$ cat src/rtl/rxf_pkg.sv
package rxf_pkg;

    typedef enum logic [1:0] {
        ST_IDLE = 2'd0,
        ST_PEND = 2'd1,
        ST_REQ  = 2'd2
    } rxf_state_e;

    typedef enum logic [1:0] {
        CAUSE_NONE    = 2'd0,
        CAUSE_TIMEOUT = 2'd1,
        CAUSE_FULL    = 2'd2,
        CAUSE_EVENT   = 2'd3
    } rxf_cause_e;

    localparam logic [1:0] ADDR_TMO    = 2'd0;
    localparam logic [1:0] ADDR_EVCHAR = 2'd1;
    localparam logic [1:0] ADDR_EVEN   = 2'd2;

endpackage

$ cat src/rtl/rxf_cfg_regs.sv
module rxf_cfg_regs #(
    parameter int TMO_W   = 8,
    parameter int DATA_W  = 8,
    parameter int TMO_RST = 16
) (
    input  logic              clk,
    input  logic              rst_n,
    input  logic              cfg_we,
    input  logic [1:0]        cfg_addr,
    input  logic [DATA_W-1:0] cfg_wdata,
    output logic [TMO_W-1:0]  period,
    output logic [DATA_W-1:0] ev_char,
    output logic              ev_en
);
    import rxf_pkg::*;

    logic [TMO_W-1:0] tmo_q;

    always_ff @(posedge clk) begin
        if (!rst_n) begin
            tmo_q   <= TMO_W'(TMO_RST);
            ev_char <= '0;
            ev_en   <= 1'b0;
        end else if (cfg_we) begin
            unique case (cfg_addr)
                ADDR_TMO:    tmo_q   <= TMO_W'(cfg_wdata);
                ADDR_EVCHAR: ev_char <= cfg_wdata;
                ADDR_EVEN:   ev_en   <= cfg_wdata[0];
                default:     ;
            endcase
        end
    end

    // a zero timeout is promoted to the shortest step
    assign period = (tmo_q == '0) ? TMO_W'(1) : tmo_q;

endmodule

$ cat src/rtl/rxf_level.sv
module rxf_level #(
    parameter int DEPTH = 384,
    localparam int LVL_W = $clog2(DEPTH + 1)
) (
    input  logic             clk,
    input  logic             rst_n,
    input  logic             wr_valid,
    input  logic             rd_pop,
    output logic             wr_acc,
    output logic [LVL_W-1:0] level,
    output logic [LVL_W-1:0] level_nxt,
    output logic             empty,
    output logic             full
);
    logic pop_acc;

    assign empty   = (level == '0);
    assign full    = (level == LVL_W'(DEPTH));
    assign wr_acc  = wr_valid && !full;
    assign pop_acc = rd_pop && !empty;

    always_comb begin
        level_nxt = level;
        if (wr_acc && !pop_acc) begin
            level_nxt = level + LVL_W'(1);
        end else if (pop_acc && !wr_acc) begin
            level_nxt = level - LVL_W'(1);
        end
    end

    always_ff @(posedge clk) begin
        if (!rst_n) begin
            level <= '0;
        end else begin
            level <= level_nxt;
        end
    end

endmodule

$ cat src/rtl/rxf_timer.sv
module rxf_timer #(
    parameter int TMO_W = 8
) (
    input  logic             clk,
    input  logic             rst_n,
    input  logic             run,
    input  logic             restart,
    input  logic             ms_tick,
    input  logic [TMO_W-1:0] period,
    output logic             expire
);
    logic [TMO_W-1:0] cnt;
    logic [TMO_W:0]   cnt_inc;

    assign cnt_inc = {1'b0, cnt} + (TMO_W + 1)'(1);
    assign expire  = run && !restart && ms_tick && (cnt_inc >= {1'b0, period});

    always_ff @(posedge clk) begin
        if (!rst_n) begin
            cnt <= '0;
        end else if (!run || restart || expire) begin
            cnt <= '0;
        end else if (ms_tick) begin
            cnt <= cnt_inc[TMO_W-1:0];
        end
    end

endmodule

$ cat src/rtl/rxf_evmatch.sv
module rxf_evmatch #(
    parameter int DATA_W = 8
) (
    input  logic              wr_acc,
    input  logic [DATA_W-1:0] wr_data,
    input  logic [DATA_W-1:0] ev_char,
    input  logic              ev_en,
    output logic              ev_hit
);
    logic [DATA_W-1:0] bit_eq;

    for (genvar i = 0; i < DATA_W; i++) begin : g_cmp
        assign bit_eq[i] = ~(wr_data[i] ^ ev_char[i]);
    end

    assign ev_hit = wr_acc && ev_en && (&bit_eq);

endmodule

$ cat src/rtl/rxflush_ctrl.sv
module rxflush_ctrl #(
    parameter int DEPTH   = 384,
    parameter int DATA_W  = 8,
    parameter int TMO_W   = 8,
    parameter int TMO_RST = 16,
    localparam int LVL_W  = $clog2(DEPTH + 1)
) (
    input  logic              clk,
    input  logic              rst_n,
    input  logic              ms_tick,
    input  logic              wr_valid,
    input  logic [DATA_W-1:0] wr_data,
    input  logic              rd_pop,
    input  logic              cfg_we,
    input  logic [1:0]        cfg_addr,
    input  logic [DATA_W-1:0] cfg_wdata,
    input  logic              flush_ack,
    output logic              flush_req,
    output logic [1:0]        flush_cause,
    output logic [LVL_W-1:0]  level,
    output logic              buf_empty,
    output logic              buf_full
);
    import rxf_pkg::*;

    rxf_state_e       state, state_nxt;
    rxf_cause_e       cause_q, trig_cause;
    logic [TMO_W-1:0] period;
    logic [DATA_W-1:0] ev_char;
    logic             ev_en;
    logic             wr_acc;
    logic [LVL_W-1:0] level_nxt;
    logic             tmr_expire;
    logic             ev_hit;

    rxf_cfg_regs #(.TMO_W(TMO_W), .DATA_W(DATA_W), .TMO_RST(TMO_RST)) u_cfg (
        .clk(clk), .rst_n(rst_n), .cfg_we(cfg_we), .cfg_addr(cfg_addr),
        .cfg_wdata(cfg_wdata), .period(period), .ev_char(ev_char), .ev_en(ev_en)
    );

    rxf_level #(.DEPTH(DEPTH)) u_lvl (
        .clk(clk), .rst_n(rst_n), .wr_valid(wr_valid), .rd_pop(rd_pop),
        .wr_acc(wr_acc), .level(level), .level_nxt(level_nxt),
        .empty(buf_empty), .full(buf_full)
    );

    rxf_timer #(.TMO_W(TMO_W)) u_tmr (
        .clk(clk), .rst_n(rst_n), .run(state == ST_PEND), .restart(wr_acc),
        .ms_tick(ms_tick), .period(period), .expire(tmr_expire)
    );

    rxf_evmatch #(.DATA_W(DATA_W)) u_ev (
        .wr_acc(wr_acc), .wr_data(wr_data), .ev_char(ev_char),
        .ev_en(ev_en), .ev_hit(ev_hit)
    );

    // state register
    always_ff @(posedge clk) begin
        if (!rst_n) begin
            state <= ST_IDLE;
        end else begin
            state <= state_nxt;
        end
    end

    // next state and trigger reason
    always_comb begin
        state_nxt  = state;
        trig_cause = CAUSE_NONE;
        unique case (state)
            ST_IDLE: begin
                if (ev_hit) begin
                    state_nxt  = ST_REQ;
                    trig_cause = CAUSE_EVENT;
                end else if (wr_acc) begin
                    state_nxt = ST_PEND;
                end
            end
            ST_PEND: begin
                if (buf_full) begin
                    state_nxt  = ST_REQ;
                    trig_cause = CAUSE_FULL;
                end else if (ev_hit) begin
                    state_nxt  = ST_REQ;
                    trig_cause = CAUSE_EVENT;
                end else if (level_nxt == '0) begin
                    state_nxt = ST_IDLE;
                end else if (tmr_expire) begin
                    state_nxt  = ST_REQ;
                    trig_cause = CAUSE_TIMEOUT;
                end
            end
            ST_REQ: begin
                if (flush_ack) begin
                    state_nxt = (level_nxt == '0) ? ST_IDLE : ST_PEND;
                end
            end
            default: state_nxt = ST_IDLE;
        endcase
    end

    // outputs
    always_ff @(posedge clk) begin
        if (!rst_n) begin
            cause_q <= CAUSE_NONE;
        end else if (state_nxt == ST_REQ && state != ST_REQ) begin
            cause_q <= trig_cause;
        end else if (state_nxt != ST_REQ) begin
            cause_q <= CAUSE_NONE;
        end
    end

    assign flush_req   = (state == ST_REQ);
    assign flush_cause = cause_q;

endmodule

$ cat config.mk
export PLATFORM = sky130hd
export DESIGN_NAME = rxflush_ctrl
export DESIGN_NICKNAME = d
export VERILOG_FILES = /design/src/rtl/rxf_pkg.sv /design/src/rtl/rxf_cfg_regs.sv /design/src/rtl/rxf_level.sv /design/src/rtl/rxf_timer.sv /design/src/rtl/rxf_evmatch.sv /design/src/rtl/rxflush_ctrl.sv
export SDC_FILE = /design/constraint.sdc
export NUM_CORES = 1
export LEC_CHECK = 0
export BUFFER_PORTS_ARGS = -buffer_cell sky130_fd_sc_hd__buf_4
export CAP_MARGIN = 20
export CORE_ASPECT_RATIO = 1.75
export CORE_UTILIZATION = 45
export CTS_CLUSTER_SIZE = 30
export DETAILED_ROUTE_END_ITERATION = 8
export GPL_ROUTABILITY_DRIVEN = 0
export PLACE_DENSITY = 0.66
export SYNTH_ARGS = -nofsm -noshare
export SYNTH_HDL_FRONTEND = slang
export SYNTH_SLANG_ARGS = --single-unit
$ cat constraint.sdc
create_clock -name clk -period 8.87 [get_ports clk]
set_input_delay 0.887 -clock clk [delete_from_list [all_inputs] [get_ports clk]]
set_output_delay 0.887 -clock clk [all_outputs]
set_load 0.01 [all_outputs]
==> metrics.cfg <==
[worst_setup_path]
kind_of_end_point_of_the_critical_path=register
crit-reg2reg-capture=flush_cause[0]
worstSetupStartpointType=register
timing.setup.critical_path_class=reg -> reg
timing.critical_path.slowest_cell_delay_ns=0.55
path_max_fanout=11
timing.critical_path.arrival_ns=3.49
critical-path-slowest-cell=sky130_fd_sc_hd__or4b_4
reg2reg_depth=10
critical_path.cell_chain=inv_1, ha_1, or4b_4, o21a_1, or4_1, a2111o_1, xor2_1, nand4_1, nor2_1, o32ai_2
worst_setup_slack_for_register_to_register_paths_ns=5.53
cp_data_required_time_ns=9.02
r2r-start=u_lvl.level[0]

[final_layout]
proportion_of_layout_cells_with_a_drive_suffix_above_1=0.1498
synthToLayoutAreaGrowth_pct=16.53
n_antenna_cell=0
num-nets-final=363

[placed_design]
dp.final_hpwl_mm=4.738
io_buffers=38

[sta]
setup-tns-final_ns=0
unrepaired_setup_endpoints_after_global_routing=false
drv_slew=0
finish_stage_setup_viols=0
final_hold_fails=0
maximum_clock_skew_at_final_layout_ns=0.005939
hold_ws_ns=0.5186
timing.final.crit_period_ns=3.341
clock.fmax_ghz=0.2993
worst-slew-pin-transition_ns=0.8000
min_period_over_period=0.3767
timing.slew.headroom=0.4592

[global_routing]
first_pass_grt_wire_length_mm=10.08
antenna_violations_before_repair=0
global_route.usage.total=0.2305
grt_max_degree=28
via_count_of_the_first_global_routing_pass=2164
global_route.overflow_total=0

[cts]
h_tree_levels=2
cts_tree=built
cts_buf_count=5
cts.path.max_buffers=2
cts.root.buffer_cell=sky130_fd_sc_hd__clkbuf_8
clkLatencyLatePin_ns=0.29
cts.reportedPaths.clkPinSlew_ns=0.07
cts_hold_repair.buffers=0
postcts_setup_bufs=0
post_cts.resized_instances=0
tritoncts_num_sinks=38

[min_path]
min_path_type=reg -> reg
timing.hold.worst.start=u_cfg.ev_char[3]
worst_hold_depth=2
min_to=u_cfg.ev_char[3]

[die]
die_y_um=98.76
die-width_um=57.29
io_pins=39
die-area_um2=5658
fp.coreArea_um2=5062
floorplan.initialDensity=0.4755
rows=34

[synth]
synth_seq_area_share=0.3160
ys_async_sr_fraction=0
synth_cell_types=53
synth_area_per_cell_um2=8.133
synth.net_count=333
syn-instance-count=296
ys_seq_elements=38
netlist_area_before_placement_um2=2407
synth-edff-count=0
synth_top_flop_cell=sky130_fd_sc_hd__dfxtp_1
synth-warning-count=0

[power]
power.leakage_nw=1.198
pwr_density_cell_nw_per_um2=231.4
ir_drop_uv=129.4

[route]
drt_wl_total_mm=6.216
post-route-drc-count=3
antenna_left=0
dr.first_iter.drc_count=144
drt-wirelength-per-cell_um=16.31
routed_via_density=5.995
drt_first_pass_iters=6
routed_vias=2284

[job]
cap_viol_max_count=0

[outcome]
violated_checks=design-rule violations
outcome=finished with violations

-- worst max-delay path by stage --
stage,cells after the start,end,from,slack (ns)
5_1_grt,10,flush_cause[0],u_lvl.level[0],5.37
2_1_floorplan,10,flush_cause[0],u_lvl.level[0],5.93
3_3_place_gp,10,flush_cause[0],u_lvl.level[0],5.67
6_report,10,flush_cause[0],u_lvl.level[0],5.53
4_1_cts,10,flush_cause[0],u_lvl.level[0],5.55
3_5_place_dp,10,flush_cause[0],u_lvl.level[0],5.58
-- cell families (layout without fill, tap and decap cells) --
kind of cell | Yosys count | after routing | share of synthesized area
buf+inv | 30 | 61 | 0.05041
flops | 38 | 38 | 0.3160
mux | 12 | 12 | 0.04990
xor+xnor | 28 | 28 | 0.1019
fa+ha+maj | 12 | 12 | 0.06237
compound gates | 54 | 54 | 0.1580
simple gates | 122 | 122 | 0.2614
-- Yosys cell counts, drive strengths merged (7+ instances only) --
library cell | instances | share of area
nand3 | 12 | 0.025
o21ai | 7 | 0.015
clkbuf | 13 | 0.020
ha | 12 | 0.062
nor2 | 45 | 0.070
mux2i | 12 | 0.050
nand4 | 9 | 0.023
xnor2 | 13 | 0.047
xor2 | 15 | 0.055
inv | 13 | 0.020
nor4 | 7 | 0.018
nand2 | 14 | 0.022
a21oi | 14 | 0.029
dfxtp | 38 | 0.32
-- layout by cell type, fill, tap and decap left out, drive strengths merged, types with 6 or more instances in the layout --
master	netlist	layout
nor2	45	45
buf	3	39
dfxtp	38	38
xor2	15	15
nand2	14	14
a21oi	14	14
xnor2	13	13
inv	13	13
nand3	12	12
mux2i	12	12
ha	12	12
nand4	9	9
nor4	7	7
o21ai	7	7
clkbuf	13	7
or4	6	6
-- report_power, final --
part / internal (mW) / switching (mW) / total (mW)
clock: 0.0841 / 0.0569 / 0.141
sequential: 0.189 / 0.0395 / 0.229
combinational: 0.123 / 0.157 / 0.280
-- layer usage --
metal	global-route usage	wire, um	vias up
met5	0	0	-
met4	0.1407	295	0
met1	0.2318	2306	1064
met2	0.4299	3403	70
met3	0.03412	210	26
li1	-	-	1124
-- cell type report --
cell class,count,area [um2]
fillers,483,2257
multi-input cells,228,1525
flip-flops and latches,38,760.7
repair buffers,39,292.8
clock buffers,7,76.32
well taps,54,67.56
inverters,14,52.55
clock inverters,1,30.03
-- flip-flops by register name, indices dropped and copies added (netlist names) --
signal	cells
u_cfg.ev_char	8
u_lvl.level	9
u_tmr.cnt	8
flush_cause	2
u_cfg.tmo_q	8
state	2
u_cfg.ev_en	1
-- worst max-delay path: cells and delay by family (launching register included) --
kind | cells | cell delay [ns]
buffers and inverters | 1 | 0.17
AOI/OAI and AO/OA | 3 | 0.81
and+or+nand+nor | 4 | 1.45
xor gates and xnor gates | 1 | 0.19
DFF | 1 | 0.37
adders and majority gates | 1 | 0.22
-- metrics by stage --
stage | instance area, um2 | total power, mW | util | setup slack (ns) | cells
4_1_cts | 2805 | 0.6471 | 0.5541 | 5.552 | 381
5_1_grt | 2805 | 0.6890 | 0.5541 | 5.367 | 381
2_1_floorplan | 2407 | 0.4228 | - | 5.930 | 296
3_3_place_gp | 2699 | 0.5039 | 0.5331 | 5.669 | 373
3_5_place_dp | 2699 | 0.5042 | 0.5331 | 5.575 | 373
6_report | 2805 | 0.6492 | 0.5541 | 5.529 | 381
(Power assumes the default switching activity.)
